===== src/rtl/stereo_dec_pkg.sv =====
package stereo_dec_pkg;

    localparam int DEF_SAMPLE_W   = 32;
    localparam int DEF_STRENGTH_W = 32;
    localparam int DEF_THRESHOLD  = 25;

    typedef enum logic {
        ROUTE_MONO   = 1'b0,
        ROUTE_STEREO = 1'b1
    } route_e;

endpackage


===== src/rtl/sdd_strength_gate.sv =====
module sdd_strength_gate
    import stereo_dec_pkg::*;
#(
    parameter int STRENGTH_W = DEF_STRENGTH_W,
    parameter int THRESHOLD  = DEF_THRESHOLD
) (
    input  logic [STRENGTH_W-1:0] strength,
    output route_e                route
);
    localparam logic signed [STRENGTH_W-1:0] THR = STRENGTH_W'(THRESHOLD);

    always_comb begin
        if ($signed(strength) < THR) route = ROUTE_MONO;
        else                         route = ROUTE_STEREO;
    end
endmodule


===== src/rtl/sdd_matrix.sv =====
module sdd_matrix #(
    parameter int W = 32
) (
    input  logic         clk,
    input  logic         rst,
    input  logic         chk_en,
    input  logic [W-1:0] a,
    input  logic [W-1:0] b,
    output logic [W-1:0] half_sum,
    output logic [W-1:0] half_diff
);
    localparam int WX = W + 1;

    logic signed [WX-1:0] a_x, b_x, sum_x, diff_x;

    always_comb begin
        a_x    = {a[W-1], a};
        b_x    = {b[W-1], b};
        sum_x  = a_x + b_x;
        diff_x = a_x - b_x;
        half_sum  = sum_x[WX-1:1];
        half_diff = diff_x[WX-1:1];
    end

    // the halved sum always lies between the two inputs
    p_no_overflow_r8: assert property (@(posedge clk) disable iff (rst)
        chk_en |-> (($signed(half_sum) >= $signed(a) || $signed(half_sum) >= $signed(b)) &&
                    ($signed(half_sum) <= $signed(a) || $signed(half_sum) <= $signed(b))));

    // the halved difference is non-negative exactly when a >= b
    p_diff_sign_r5: assert property (@(posedge clk) disable iff (rst)
        chk_en |-> (($signed(a) >= $signed(b)) == !half_diff[W-1]));
endmodule


===== src/rtl/sdd_out_stage.sv =====
module sdd_out_stage
    import stereo_dec_pkg::*;
#(
    parameter int W = 32
) (
    input  logic         clk,
    input  logic         rst,
    input  logic         in_valid,
    input  route_e       route,
    input  logic [W-1:0] mono_src,
    input  logic [W-1:0] half_sum,
    input  logic [W-1:0] half_diff,
    output logic         out_valid,
    output logic [W-1:0] out_a,
    output logic [W-1:0] out_b
);
    logic [W-1:0] nxt_a, nxt_b;

    always_comb begin
        unique case (route)
            ROUTE_MONO:   begin nxt_a = mono_src; nxt_b = mono_src;  end
            ROUTE_STEREO: begin nxt_a = half_sum; nxt_b = half_diff; end
            default:      begin nxt_a = mono_src; nxt_b = mono_src;  end
        endcase
    end

    always_ff @(posedge clk) begin
        if (rst) begin
            out_valid <= 1'b0;
            out_a     <= '0;
            out_b     <= '0;
        end else begin
            out_valid <= in_valid;
            if (in_valid) begin
                out_a <= nxt_a;
                out_b <= nxt_b;
            end
        end
    end

    // the flag comes out one cycle late
    p_valid_delay_r2: assert property (@(posedge clk) disable iff (rst)
        in_valid |=> out_valid);
    p_idle_delay_r2: assert property (@(posedge clk) disable iff (rst)
        !in_valid |=> !out_valid);

    // idle cycles leave the data registers alone
    p_hold_r9: assert property (@(posedge clk) disable iff (rst)
        !in_valid |=> ($stable(out_a) && $stable(out_b)));
endmodule


===== src/rtl/stereo_matrix_decoder.sv =====
module stereo_matrix_decoder
    import stereo_dec_pkg::*;
#(
    parameter int SAMPLE_W   = DEF_SAMPLE_W,
    parameter int STRENGTH_W = DEF_STRENGTH_W,
    parameter int THRESHOLD  = DEF_THRESHOLD
) (
    input  logic                  clk,
    input  logic                  rst,
    input  logic                  in_valid,
    input  logic [SAMPLE_W-1:0]   in_a,
    input  logic [SAMPLE_W-1:0]   in_b,
    input  logic [STRENGTH_W-1:0] in_strength,
    output logic                  out_valid,
    output logic [SAMPLE_W-1:0]   out_a,
    output logic [SAMPLE_W-1:0]   out_b
);
    localparam logic signed [STRENGTH_W-1:0] THR_S = STRENGTH_W'(THRESHOLD);

    route_e              route;
    logic [SAMPLE_W-1:0] half_sum, half_diff;

    sdd_strength_gate #(.STRENGTH_W(STRENGTH_W), .THRESHOLD(THRESHOLD)) u_gate (
        .strength (in_strength),
        .route    (route)
    );

    sdd_matrix #(.W(SAMPLE_W)) u_matrix (
        .clk       (clk),
        .rst       (rst),
        .chk_en    (in_valid),
        .a         (in_a),
        .b         (in_b),
        .half_sum  (half_sum),
        .half_diff (half_diff)
    );

    sdd_out_stage #(.W(SAMPLE_W)) u_out (
        .clk       (clk),
        .rst       (rst),
        .in_valid  (in_valid),
        .route     (route),
        .mono_src  (in_a),
        .half_sum  (half_sum),
        .half_diff (half_diff),
        .out_valid (out_valid),
        .out_a     (out_a),
        .out_b     (out_b)
    );

    // a weak sample copies the first input to both outputs
    p_mono_copy_r3: assert property (@(posedge clk) disable iff (rst)
        (in_valid && ($signed(in_strength) < THR_S)) |=>
            (out_a == $past(in_a) && out_b == $past(in_a)));

    // the cycle after reset shows an idle, cleared output
    p_reset_clear_r1: assert property (@(posedge clk)
        rst |=> (!out_valid && out_a == '0 && out_b == '0));
endmodule


===== config.mk =====
export PLATFORM = sky130hd
export DESIGN_NAME = stereo_matrix_decoder
export DESIGN_NICKNAME = d
export VERILOG_FILES = /design/src/rtl/stereo_dec_pkg.sv /design/src/rtl/sdd_strength_gate.sv /design/src/rtl/sdd_matrix.sv /design/src/rtl/sdd_out_stage.sv /design/src/rtl/stereo_matrix_decoder.sv
export SDC_FILE = /design/constraint.sdc
export NUM_CORES = 1
export LEC_CHECK = 0
export CAP_MARGIN = 40
export CORE_ASPECT_RATIO = 1.2
export CORE_UTILIZATION = 46
export CTS_CLUSTER_DIAMETER = 40
export DETAILED_ROUTE_END_ITERATION = 8
export GPL_TIMING_DRIVEN = 0
export PLACE_DENSITY_LB_ADDON = 0.15
export SLEW_MARGIN = 20
export SYNTH_ARGS = -nofsm -noshare
export SYNTH_HDL_FRONTEND = slang
export SYNTH_SLANG_ARGS = --single-unit

===== constraint.sdc =====
create_clock -name clk -period 2.85 [get_ports clk]
set_clock_uncertainty 0.2 [all_clocks]
set_input_delay 0.4275 -clock clk [delete_from_list [all_inputs] [get_ports clk]]
set_output_delay 0.4275 -clock clk [all_outputs]
set_load 0.02 [all_outputs]

### After elaboration in Yosys (flattened, before gate mapping)

Cells that the tools add are included.

* output and inout port bits: 65
* bits of input ports: 99
* bits in registers: 65

* add/subtract/negate cells: 2
* mux-type cells: 3
* $lt $le $gt $ge: 1

Operators by type and width (number)
* $pmux 32 s2: 2
* $add 32x32->33: 1
* $sub 32x32->33: 1
* $lt 32x6->1 const B: 1
* $mux 1: 1

### Depth between registers and ports, before layout

* depth after elaboration: 3
* mapped depth: 12
* gate-level depth less buffers: 11

### Cells and area by module

A second synthesis with hierarchy kept.

* cell total of the unflattened synthesis: 918
* area, all modules: 6851.6 µm²

By module, submodules not included
* sdd_matrix: cells each 585, area each 3976.3 µm², times used 1, sequential area each 0.0 µm²
* sdd_out_stage: cells each 322, area each 2803.9 µm², times used 1, sequential area each 1301.2 µm²
* sdd_strength_gate: cells each 11, area each 71.3 µm², times used 1, sequential area each 0.0 µm²

### Worst setup path before layout

No wires, ideal clock.

* kind: input to register
* start: input in_b[0]
* end: register u_out.out_b[25]
* buffers on the path: 0
* slack: -0.212 ns
* arrival: 2.783 ns
* stages: 11
* cells stage by stage: nor2b_1 > fa_1 > nand2b_1 > a21oi_1 > o21bai_2 > o211ai_1 > a21oi_1 > and2b_1 > o31ai_1 > mux2_4 > a211oi_2

* cells in the longest elaborated chain, start to end: 2

RTL lines
* start: declaration: RTL line stereo_matrix_decoder.sv:12 `input logic [SAMPLE_W-1:0] in_b,`
* $sub 32x32->33: RTL line sdd_matrix.sv:20 `diff_x = a_x - b_x;`
* $pmux 32 s2: RTL line sdd_out_stage.sv:20 `unique case (route)`
* end signal: assignment: RTL line sdd_out_stage.sv:36 `out_b <= nxt_b;`
* end: declaration: RTL line sdd_out_stage.sv:15 `output logic [W-1:0] out_b`

Every way passes these cells.
A chain may end at the register's enable or synchronous reset.

### Worst setup path after layout

* start: input in_a[5]
* end: register u_out.out_b[19]

* cells in the longest elaborated chain, start to end: 2

RTL lines
* start: declaration: RTL line stereo_matrix_decoder.sv:11 `input logic [SAMPLE_W-1:0] in_a,`
* $sub 32x32->33: RTL line sdd_matrix.sv:20
* $pmux 32 s2: RTL line sdd_out_stage.sv:20

Every way passes these cells.

==> reports/results.ini <==
[detailed_routing]
drtIter0Drc=534
postRouteAntennaNets=0
top_layer=met4
via_per_inst=6.268
wl_per_cell_um=20.82
wl_met3_um=2536
wl_um=26520
met1_length_um=9811
route.met2.wl_um=12560
num_vias=7985
drc=0
first_pass_iters=6

[synthesis]
ys_seq_area_share_pct=20.37
ys_async_sr_fraction_pct=0
netlist_instances=883
ys_ff_latch=65
synth_area_leaders=dfxtp_1 (20%), ha_1 (12%), a21oi_1 (7.1%)
synthTopCellsByCount=nor2_1 (109), a21oi_1 (91), nand2_1 (74)
synth.top_cell.area_share_pct=20.37
yosys.area.top_type=dfxtp_1
yosysMostFrequentCell=nor2_1
ys.flop_type=dfxtp_1
synth_nets=1046
synthDistinctLibCells=75
avgSynthCellArea_um2=7.235
syn-cell-area_mm2=0.006389
synth_edf_count=0
yosys_warnings=0

[final_layout]
seqCellArea_mm2=0.001301
drive_gt1_share_pct=25.41
final_cell_area_mm2=0.009833
multi_input_area_mm2=0.005533
num-fill-cells=1101
syn2layout_area_growth_pct=53.92
final_nets=1266
antenna_cells=0

[flow_run]
cap_violations=0

[outcome]
status=completed

[pwr]
irDropWorstVdd_uv=294.1
p_leak_uw=0.003973
switching_power_uw=1572
p_sw_share_pct=38.08
internal_power_uw=2556
power_frac_seq_pct=25.1
p_comb_share_pct=47.6
power_frac_clock_pct=27.3
power_uw=4127
pwr_density_cell_mw_per_mm2=419.8

[cts]
h-tree-depth=3
cts_tree=done
clkTransAtPathRegs_ps=60
insertion_delay_ps=330
root_buffer=clkbuf_16
clock_path_buffers=2
numCtsBuffers=9
cts_sinks=65

[global_routing]
grt_use_total_pct=35.26
grt_pass1_vias=7429
antenna_found_initial=0
grt_pass1_wl_um=38330
grt_max_degree=11
grt_overflow=0

[sta]
finalHoldViolations=0
worst_slew_pin_slew_ps=957.6
final.min_clock_period_ps=2811
period_share_pct=98.62
drv_slew=0
max-slew-margin-rel_pct=36.16
max_freq_mhz=355.8
grt_setup_unrepaired=true
setup_viol=0

[floorplanning]
dieWidth_um=109.6
start_util_pct=47.64
io_pins=164
die_y_um=131.1
core_mm2=0.01341
dieArea_mm2=0.01437
num_rows=46

[worst_setup_path]
path_max_fanout=5
arrival_ps=2810
crit_type=in -> reg
crit_path_start_kind=input pin
required_ps=2840
timing.critical_path.to_type=register

[placement]
io_buffers=163
routabilityCongestion=0.9745
dpl.hpwl_um=18430
place_area_mm2=0.008277

[min_path]
hold_path.class=in -> reg

[sequential cells by signal (all words and copies together) (netlist names)]
name,flops
u_out.out_b,32
u_out.out_valid,1
u_out.out_a,32
[routing by layer]
layer | vias up | global-route usage (%)
li1 | 3622 | -
met1 | 3685 | 38.94
met2 | 552 | 62.01
met3 | 126 | 7.662
met4 | 0 | 20.55
met5 | - | 0
[final timing paths]
kind                         from         endpoint  slack, ps  cells past startpoint
setup / recovery          in_a[5]  u_out.out_b[19]         40                     13
hold / removal            in_a[0]   u_out.out_a[0]        200                      3
setup reg to reg  u_out.out_a[20]  u_out.out_a[20]       1820                      2
hold reg to reg    u_out.out_b[3]   u_out.out_b[3]        290                      2
[layout by cell type (no fill, tap or decap), types with 15 or more instances in the layout]
cell and count:
a21oi_1 68, clkbuf_1 21, nor3_1 15, a21oi_2 16, clkbuf_2 26, o21ai_0 31
nand2_1 69, inv_2 20, dfxtp_1 65, o21bai_1 17, a311oi_1 18, ha_4 18
buf_4 50, ha_1 41, inv_1 36, clkdlybuf4s50_1 118, xnor2_1 35, nor2_1 104
[area by class of cell]
class / instances / share of cell area (%)
Multi-Input combinational cell: 703 / 56.27
Clock buffer: 10 / 2.430
Timing Repair Buffer: 216 / 19.91
Inverter: 61 / 2.494
Buffer: 47 / 3.067
Clock inverter: 4 / 0.4581
Tap cell: 168 / 2.138
Sequential cell: 65 / 13.23
[critical path: stages]
cell and delay, ps:
buf_4 130, ha_4 260, a21o_1 180, or3_4 420, o21bai_4 190, o211ai_1 120
buf_4 170, buf_4 130, a31o_2 240, a21oi_4 140, xnor2_2 160, o211a_1 190
nor3_2 40
[metrics by stage]
stage / cells / hold WS (ps) / setup WS [ps] / setup TNS [ps] / utilization (%)
3_3_place_gp: 1214 / 252.7 / -1097 / -39740 / 61.72
4_1_cts: 1264 / 261.6 / -49.84 / -54.53 / 70.03
3_5_place_dp: 1214 / 258.8 / -1085 / -41250 / 61.72
6_report: 1274 / 197.5 / 39.25 / 0 / 73.33
5_1_grt: 1274 / 213.4 / -95.65 / -253.7 / 73.33
2_1_floorplan: 883 / 340.9 / -18.82 / -18.82 / -
[logic make-up (layout without fill, tap and decap cells)]
kind of cell | count (synthesis) | count (layout) | share of synthesized area, %
and+or+nand+nor | 294 | 294 | 21.60
AOI/OAI and AO/OA | 292 | 292 | 30.63
buffers and inverters | 115 | 338 | 7.050
DFF | 65 | 65 | 20.37
adders and majority gates | 64 | 64 | 12.77
xor gates and xnor gates | 41 | 41 | 5.621
muxes | 12 | 12 | 1.958
[power groups by stage]
stage / registers, µW / clock network [µW] / logic [µW]
detailed placement: 1050 / 0 / 1520
finish: 1040 / 1130 / 1960
global placement: 1050 / 0 / 1520
CTS: 1040 / 1120 / 1770
global route: 1040 / 1150 / 2090
floorplan: 1140 / 0 / 860
[timing repair]
item / CTS / global route
hold buffers: 0 / 0
endpoints found under the setup margin: 60 / 35
pin swaps: 72 / 77
gates cloned: 0 / 1
setup buffers: 41 / 12
gates resized for setup: 202 / 150
(Power assumes the default switching activity.)
